$ cat src/rtl/a20e_pkg.sv
package a20e_pkg;
  localparam logic [15:0] PORT_KDATA = 16'h0060;
  localparam logic [15:0] PORT_KCMD  = 16'h0064;
  localparam logic [15:0] PORT_SYSC  = 16'h0092;
  localparam logic [7:0]  CMD_ARM    = 8'hD1;
  localparam logic [7:0]  VAL_OPEN   = 8'h02;
  localparam logic [7:0]  VAL_CLOSE  = 8'h00;
  localparam logic [1:0]  MODE_KBC   = 2'b00;
  localparam logic [1:0]  MODE_SYSC  = 2'b01;
  typedef enum logic [1:0] {SQ_IDLE, SQ_HALT, SQ_PULSE} seq_state_t;
endpackage

$ cat src/rtl/a20e_decode.sv
module a20e_decode
  import a20e_pkg::*;
(
  input  logic        clk,
  input  logic        rst,
  input  logic        io_wr,
  input  logic [15:0] io_addr,
  input  logic [7:0]  io_wdata,
  input  logic [1:0]  mode,
  output logic        gate_wr,
  output logic        gate_val,
  output logic        rst_req
);
  logic armed;
  logic kbc_on, sysc_on;
  logic hit_cmd, hit_data, hit_sysc;

  assign kbc_on   = (mode != MODE_SYSC);
  assign sysc_on  = (mode != MODE_KBC);
  assign hit_cmd  = io_wr && kbc_on && (io_addr == PORT_KCMD);
  assign hit_data = io_wr && kbc_on && (io_addr == PORT_KDATA);
  assign hit_sysc = io_wr && sysc_on && (io_addr == PORT_SYSC);

  always_ff @(posedge clk) begin
    if (rst) begin
      armed <= 1'b0;
    end else if (hit_cmd) begin
      armed <= (io_wdata == CMD_ARM);
    end else if (hit_data) begin
      armed <= 1'b0;
    end
  end

  always_comb begin
    gate_wr  = 1'b0;
    gate_val = 1'b0;
    rst_req  = 1'b0;
    if (hit_data && armed) begin
      if (io_wdata == VAL_OPEN) begin
        gate_wr  = 1'b1;
        gate_val = 1'b1;
      end else if (io_wdata == VAL_CLOSE) begin
        gate_wr  = 1'b1;
        gate_val = 1'b0;
      end
    end
    if (hit_sysc) begin
      gate_wr  = 1'b1;
      gate_val = io_wdata[1];
      rst_req  = io_wdata[0];
    end
    if (hit_cmd && (io_wdata[7:4] == 4'hF) && !io_wdata[0]) begin
      rst_req = 1'b1;
    end
  end
endmodule

$ cat src/rtl/a20e_gate.sv
module a20e_gate (
  input  logic clk,
  input  logic rst,
  input  logic gate_wr,
  input  logic gate_val,
  input  logic cpu_a20,
  output logic gate_en,
  output logic a20_out
);
  always_ff @(posedge clk) begin
    if (rst) begin
      gate_en <= 1'b0;
      a20_out <= 1'b0;
    end else begin
      if (gate_wr) gate_en <= gate_val;
      a20_out <= cpu_a20 & gate_en;
    end
  end
endmodule

$ cat src/rtl/a20e_rstseq.sv
module a20e_rstseq
  import a20e_pkg::*;
#(
  parameter int RST_LEN = 16,
  parameter int HALT_TO = 256
) (
  input  logic clk,
  input  logic rst,
  input  logic req,
  input  logic halt_en,
  input  logic halt_ack,
  output logic halt_req,
  output logic cpu_reset
);
  localparam int MAXC = (RST_LEN > HALT_TO) ? RST_LEN : HALT_TO;
  localparam int CW   = $clog2(MAXC + 1);
  localparam logic [CW-1:0] PULSE_LAST = CW'(RST_LEN - 1);
  localparam logic [CW-1:0] HALT_LAST  = CW'(HALT_TO - 1);

  seq_state_t st;
  logic [CW-1:0] cnt;

  always_ff @(posedge clk) begin
    if (rst) begin
      st        <= SQ_IDLE;
      cnt       <= '0;
      halt_req  <= 1'b0;
      cpu_reset <= 1'b0;
    end else begin
      case (st)
        SQ_IDLE: begin
          cnt <= '0;
          if (req) begin
            if (halt_en) begin
              st       <= SQ_HALT;
              halt_req <= 1'b1;
            end else begin
              st        <= SQ_PULSE;
              cpu_reset <= 1'b1;
            end
          end
        end
        SQ_HALT: begin
          if (halt_ack || cnt == HALT_LAST) begin
            st        <= SQ_PULSE;
            halt_req  <= 1'b0;
            cpu_reset <= 1'b1;
            cnt       <= '0;
          end else begin
            cnt <= cnt + 1'b1;
          end
        end
        SQ_PULSE: begin
          if (cnt == PULSE_LAST) begin
            st        <= SQ_IDLE;
            cpu_reset <= 1'b0;
            cnt       <= '0;
          end else begin
            cnt <= cnt + 1'b1;
          end
        end
        default: st <= SQ_IDLE;
      endcase
    end
  end
endmodule

$ cat src/rtl/a20_reset_emu.sv
module a20_reset_emu #(
  parameter int RST_LEN = 16,
  parameter int HALT_TO = 256
) (
  input  logic        clk,
  input  logic        rst,
  input  logic        io_wr,
  input  logic [15:0] io_addr,
  input  logic [7:0]  io_wdata,
  input  logic [1:0]  mode,
  input  logic        halt_before_rst,
  input  logic        cpu_a20,
  input  logic        halt_ack,
  output logic        a20_out,
  output logic [7:0]  p92_rdata,
  output logic        halt_req,
  output logic        cpu_reset
);
  logic gate_wr, gate_val, rst_req, gate_en;

  a20e_decode u_dec (
    .clk(clk), .rst(rst), .io_wr(io_wr), .io_addr(io_addr),
    .io_wdata(io_wdata), .mode(mode),
    .gate_wr(gate_wr), .gate_val(gate_val), .rst_req(rst_req)
  );

  a20e_gate u_gate (
    .clk(clk), .rst(rst), .gate_wr(gate_wr), .gate_val(gate_val),
    .cpu_a20(cpu_a20), .gate_en(gate_en), .a20_out(a20_out)
  );

  a20e_rstseq #(.RST_LEN(RST_LEN), .HALT_TO(HALT_TO)) u_seq (
    .clk(clk), .rst(rst), .req(rst_req), .halt_en(halt_before_rst),
    .halt_ack(halt_ack), .halt_req(halt_req), .cpu_reset(cpu_reset)
  );

  assign p92_rdata = {6'b0, gate_en, 1'b0};
endmodule

$ cat config.mk
export PLATFORM = sky130hd
export DESIGN_NAME = a20_reset_emu
export DESIGN_NICKNAME = d
export VERILOG_FILES = /design/src/rtl/a20e_pkg.sv /design/src/rtl/a20e_decode.sv /design/src/rtl/a20e_gate.sv /design/src/rtl/a20e_rstseq.sv /design/src/rtl/a20_reset_emu.sv
export SDC_FILE = /design/constraint.sdc
export NUM_CORES = 1
export LEC_CHECK = 0
export BUFFER_PORTS_ARGS = -buffer_cell sky130_fd_sc_hd__buf_4
export CORE_AREA = 2 2 56 58
export DETAILED_ROUTE_END_ITERATION = 7
export DIE_AREA = 0 0 58 60
export PLACE_DENSITY = 0.79
export SLEW_MARGIN = 0
export SYNTH_ARGS = -nofsm -noshare
export SYNTH_HDL_FRONTEND = slang
export SYNTH_SLANG_ARGS = --single-unit
$ cat constraint.sdc
create_clock -name clk -period 1.9 [get_ports clk]
set_clock_uncertainty 0.1 [all_clocks]
set_input_delay 0.38 -clock clk [delete_from_list [all_inputs] [get_ports clk]]
set_output_delay 0.38 -clock clk [all_outputs]
set_load 0.05 [all_outputs]
==> metrics.csv, run 1 <==
metric;value;unit
grt-ovfl-total;0;
layout_commonest_cell;buf_4;
cts_sinks;16;
grt_pass1_wl;4110;um
cp.arrival;2010;ps
synth_compound_area_frac;0.192;
synth_cell_types;41;
synth-edff-count;0;
critical-path-top-delay-family;compound AO/OA/AOI/OAI gates;
wl_per_cell;11.2;um
synth_top_area_share;0.292;
report.final.hold_viol_count;0;
utilization;0.492;
synth.area.top_cells;dfxtp_1, ha_1, buf_4, nor2_1, nand2_1;
cts_made_buffers;3;
antenna_found_initial;0;
intPower;0.499;mW
htreeDepth;1;
swShare;0.249;
cts_resized;0;
min_period_over_period;0.992;
start_util;0.378;
place_hpwl;1880;um
crit_chain;or4_4 -> o41ai_4 -> o211ai_1 -> a21oi_2 -> mux2i_1;
synth_mux_area_frac;0.0182;
drcViolationCount;0;
clock_latency;290;ps
via_per_inst;4.99;
min_period;1880;ps
synth_top_family_by_area;simple AND/OR/NAND/NOR gates;
die_w;58;um
endpoint_kind;flop;
ant_nets;0;
fp.dieH;60;um
coreArea;2900;um2
p_comb_frac;0.154;
areaGrowthSynthToFinish;30.1;%
leakage;0.585;nW
p_switching;0.166;mW
critPathMaxFanout;4;
worst_slack;15.9;ps
power_density;465;nW/um2
hold_path_class;input port to flop;
io_buffers;35;
grt_usage;0.150;
dr.first_iter.drc_count;30;
syn_area;1100;um2
layout-drive-gt1-share;0.341;
cts_tree;done;
synthSimpleGateAreaFrac;0.271;
maxCapViolations;0;
final_cell_mix;buf_4, nor2_1, dfxtp_1, nand2_1, inv_1;
grt_pass1_vias;987;
synth_cells;131;
synthArstFlopShare;0;
cts-hold-fix-buffers;0;
ios;43;
globalplace.congestion;0.830;
post_cts_buffers;0;
vias;1013;
yosysWarnings;0;
ys_ff_latch;16;
drt_first_pass_iters;4;
slew_violations;0;
place_inst;199;
rsz0062_at_grt;true;
final_cell_count_no_fill;203;
path_class;flop to flop;
fp-row-count;20;
num-nets-final;209;
place_ws;30.3;ps
power_frac_clock;0.342;
routed_wl;2270;um
clk_pin_slew;100;ps
path_buf_inv;0;
antenna_cells;0;
timing.hold.ws;211;ps
finalSetupViolCount;0;
synthXorXnorAreaFrac;0.0558;
p_seq_frac;0.504;
grt_max_degree;10;
synth-adder-area-share;0.0683;
synth_top_area_cell;dfxtp_1;
fillCellCount;287;
worstSetupStartpointType;flop;
cp_slowest_stage_delay;540;ps
cts_max_path_buffers;2;
avgSynthCellArea;8.39;um2
cp_slowest_cell;or4_4;
status;complete, no violations;
fmax;531;MHz
synthFlopType;dfxtp_1;
required;2030;ps
die-area;3480;um2
ys_seq_area_frac;0.292;
cts_root_buf;clkbuf_4;
irDropWorstVdd;0.317;mV
logic make-up (layout without fill, tap and decap cells):
kind of cell,count (synthesis),count (layout)
and+or+nand+nor,57,57
AOI/OAI and AO/OA,23,23
buffers and inverters,19,52
DFF,16,16
xor gates and xnor gates,7,7
adders and majority gates,6,6
muxes,2,2
other,1,7
path summary, 6_finish.rpt:
| kind | start | end | slack [ps] | cells after the start |
|---|---|---|---|---|
| worst max-delay path | u_seq.cnt[5]$_SDFFE_PP0N_ | u_seq.st[1]$_SDFFE_PP0P_ | 20 | 5 |
| worst min-delay path | rst | u_dec.armed$_SDFFE_PP0P_ | 210 | 2 |
| worst max register to register | u_seq.cnt[5]$_SDFFE_PP0N_ | u_seq.st[1]$_SDFFE_PP0P_ | 20 | 5 |
| worst min register to register | u_dec.armed$_SDFFE_PP0P_ | u_dec.armed$_SDFFE_PP0P_ | 360 | 2 |
layer usage:
layer	routed length [um]	up-vias	part of all wire	GRT usage
met2	1210	21	0.53	0.276
met1	948	460	0.42	0.182
met4	18	0	0.0079	0.0299
li1	-	529	-	-
met5	0	-	0	0
met3	94	3	0.041	0.0260
sequential cells by signal, summed over array words and instances (netlist names):
| signal | count |
|---|---|
| u_seq.cnt | 9 |
| u_seq.st | 2 |
| u_dec.armed | 1 |
| u_gate.a20_out | 1 |
| u_gate.gate_en | 1 |
| u_seq.cpu_reset | 1 |
| u_seq.halt_req | 1 |
layout make-up:
cell class / count / area [um2] / area share
tap: 33 / 41.3 / 0.0289
timing repair buffer: 40 / 300 / 0.210
multi-input combinational: 102 / 697 / 0.488
inverter: 8 / 30.0 / 0.0210
sequential: 16 / 324 / 0.227
clock buffer: 4 / 36.3 / 0.0254
synthesized netlist by cell type, types with 2 or more instances:
| cell | count |
|---|---|
| nor2b_1 | 2 |
| nand3_1 | 2 |
| xnor2_1 | 4 |
| nand3b_1 | 3 |
| inv_1 | 8 |
| o21ai_0 | 3 |
| nor3b_1 | 2 |
| nor2_1 | 16 |
| clkbuf_1 | 2 |
| nand2_1 | 13 |
| nand4_1 | 5 |
| nor3_1 | 4 |
| mux2i_1 | 2 |
| and3_1 | 2 |
| xor2_1 | 3 |
| nor4b_1 | 3 |
| o211ai_1 | 3 |
| a21oi_1 | 3 |
| buf_4 | 8 |
| o21ai_1 | 2 |
| dfxtp_1 | 16 |
| ha_1 | 6 |
stage by stage:
step	setup TNS (ps)	cell area, um2	total power, mW
after floorplan	0	1120	0.399
after global placement	0	1380	0.444
after detailed placement	0	1380	0.445
after CTS	0	1420	0.672
after global routing	-143	1430	0.692
final	0	1430	0.665
worst register-to-register path, cell delays in order (launching register included):
cell      delay (ps)
dfxtp_1          320
or4_4            540
o41ai_4          330
o211ai_1         170
a21oi_2          160
mux2i_1          200
power by group through the flow:
stage          Sequential (mW)  Combinational, mW  Clock, mW
2_1_floorplan            0.343             0.0565          0
3_5_place_dp             0.343              0.102          0
5_1_grt                  0.335              0.111      0.245
3_3_place_gp             0.343              0.101          0
4_1_cts                  0.335              0.102      0.235
6_report                 0.335              0.102      0.228
Power figures use the tool's default switching activity.
==> run 2: changes to the inputs <==
--- a/config.mk
+++ b/config.mk
@@ -7,8 +7,10 @@
 export LEC_CHECK = 0
 export BUFFER_PORTS_ARGS = -buffer_cell sky130_fd_sc_hd__buf_4
 export CORE_AREA = 2 2 56 58
+export CTS_BUF_LIST = sky130_fd_sc_hd__clkbuf_16
 export DETAILED_ROUTE_END_ITERATION = 7
 export DIE_AREA = 0 0 58 60
+export GPL_ROUTABILITY_DRIVEN = 0
 export PLACE_DENSITY = 0.79
 export SLEW_MARGIN = 0
 export SYNTH_ARGS = -nofsm -noshare
==> metrics.csv, run 2 (synthesized netlist as in run 1, its figures left out) <==
metric;value;unit;change
status;complete, no violations;;
design_area;1470;um2;+2.9%
swShare;0.224;;-0.0255
layout_commonest_cell;buf_4;;
die-area;3480;um2;unchanged
routed_wl;2330;um;+2.5%
endpoint_kind;flop;;
cts_root_buf;clkbuf_16;;
cts_resized;0;;unchanged
vias;1031;;+1.8%
maxCapViolations;0;;unchanged
final_cell_mix;buf_4, nor2_1, dfxtp_1, nand2_1, inv_1;;
grt_usage;0.157;;+0.00726
worstSetupStartpointType;flop;;
required;1980;ps;-50 ps
path_class;flop to flop;;
leakage;0.602;nW;+2.9%
fp-row-count;20;;unchanged
dr.first_iter.drc_count;40;;+33%
intPower;0.663;mW;+33%
cts_max_path_buffers;2;;unchanged
critPathMaxFanout;4;;unchanged
grt_pass1_vias;985;;-0.20%
ant_nets;0;;unchanged
post_cts_buffers;0;;unchanged
num-nets-final;209;;unchanged
top_register;u_seq.cnt;;
layout-drive-gt1-share;0.329;;-0.0118
irDropWorstVdd;0.408;mV;+29%
coreArea;2900;um2;unchanged
die_w;58;um;unchanged
power_density;581;nW/um2;+25%
setup.worst_path.start;u_seq.cnt[5]$_SDFFE_PP0N_;;
largest_reg_flops;9;;unchanged
ios;43;;unchanged
multi_input_area;697;um2;unchanged
cts_made_buffers;3;;unchanged
min_period_over_period;0.993;;+0.00176
report.final.hold_viol_count;0;;unchanged
hold_start;rst;;
fmax;530;MHz;-0.18%
fp.dieH;60;um;unchanged
grt_max_degree;10;;unchanged
min_period;1890;ps;+3.34 ps
p_seq_frac;0.393;;-0.111
cp.arrival;1960;ps;-50 ps
r2r_setup_slack;10;ps;about the same
place_hpwl;1880;um;unchanged
finalSetupViolCount;0;;unchanged
cts_sinks;16;;unchanged
hold_path_class;input port to flop;;
start_util;0.378;;unchanged
htreeDepth;1;;unchanged
clk_pin_slew;50;ps;-50 ps
grt-ovfl-total;0;;unchanged
areaGrowthSynthToFinish;33.8;%;
p_comb_frac;0.120;;-0.034
placed_cell_area;1380;um2;unchanged
seq_area;323;um2;-0.39%
clock_latency;250;ps;-40 ps
cts-hold-fix-buffers;0;;unchanged
rsz0062_at_grt;true;;
cts_tree;done;;
reg2reg_from;u_seq.cnt[5]$_SDFFE_PP0N_;;
via_per_inst;5.08;;+1.8%
utilization;0.506;;+0.0142
power;0.854;mW;+28%
drcViolationCount;0;;unchanged
slew_violations;0;;unchanged
power_frac_clock;0.487;;+0.145
top_regs;u_seq.cnt (9), u_seq.st (2);;
wl_per_cell;11.5;um;+2.5%
antenna_found_initial;0;;unchanged
antenna_cells;0;;unchanged
drt_first_pass_iters;4;;unchanged
p_switching;0.191;mW;+15%
grt_pass1_wl;4180;um;+1.9%
fillCellCount;278;;-3.1%
io_buffers;35;;unchanged
==> run 2: cell types whose count changed in the layout (fill, tap and decap cells not counted) <==
| cell | previous run | this run |
|---|---|---|
| clkbuf_16 | 0 | 3 |
| clkbuf_4 | 3 | 0 |
| clkbuf_8 | 1 | 0 |
| clkinv_1 | 0 | 1 |
| dfxtp_1 | 13 | 14 |
| dfxtp_2 | 3 | 2 |
==> run 2: routing by layer <==
layer / up-vias / track usage / wire length [um]
met1: 470 / 0.181 / 969
met5: - / 0 / 0
met2: 26 / 0.278 / 1210
li1: 530 / - / -
met3: 5 / 0.0325 / 107
met4: 0 / 0.0731 / 43
==> run 2: worst paths after layout <==
kind,end,cells past startpoint
max,u_seq.st[1]$_SDFFE_PP0P_,5
min,u_dec.armed$_SDFFE_PP0P_,2
max reg2reg,u_seq.st[1]$_SDFFE_PP0P_,5
min reg2reg,u_dec.armed$_SDFFE_PP0P_,2
==> run 2: area by class of cell <==
class / count / share of cell area
clock buffer: 3 / 0.0511
multi-input combinational: 102 / 0.474
sequential: 16 / 0.220
inverter: 8 / 0.0204
clock inverter: 1 / 0.00255
tap: 33 / 0.0281
timing repair buffer: 40 / 0.204
==> run 2: critical path, stage by stage, from the launching register on <==
cell	delay (ps)
dfxtp_1	300
or4_4	540
o41ai_4	340
o211ai_1	170
a21oi_2	160
mux2i_1	200
==> run 2: power by group through the flow <==
stage,logic (mW),clock network [mW],registers (mW)
floorplan,0.0565,0,0.343
global placement,0.101,0,0.343
detailed placement,0.102,0,0.343
CTS,0.102,0.419,0.336
global route,0.111,0.435,0.336
finish,0.102,0.416,0.336
==> run 2: per-stage QoR <==
step	hold slack [ps]	setup WS, ps	TNS, ps	cells
3_5_place_dp	346	30.3	0	199
6_report	265	12.6	0	203
5_1_grt	282	-65.0	-98.6	203
4_1_cts	263	7.52	0	203
2_1_floorplan	327	105	0	137
3_3_place_gp	342	43.2	0	199
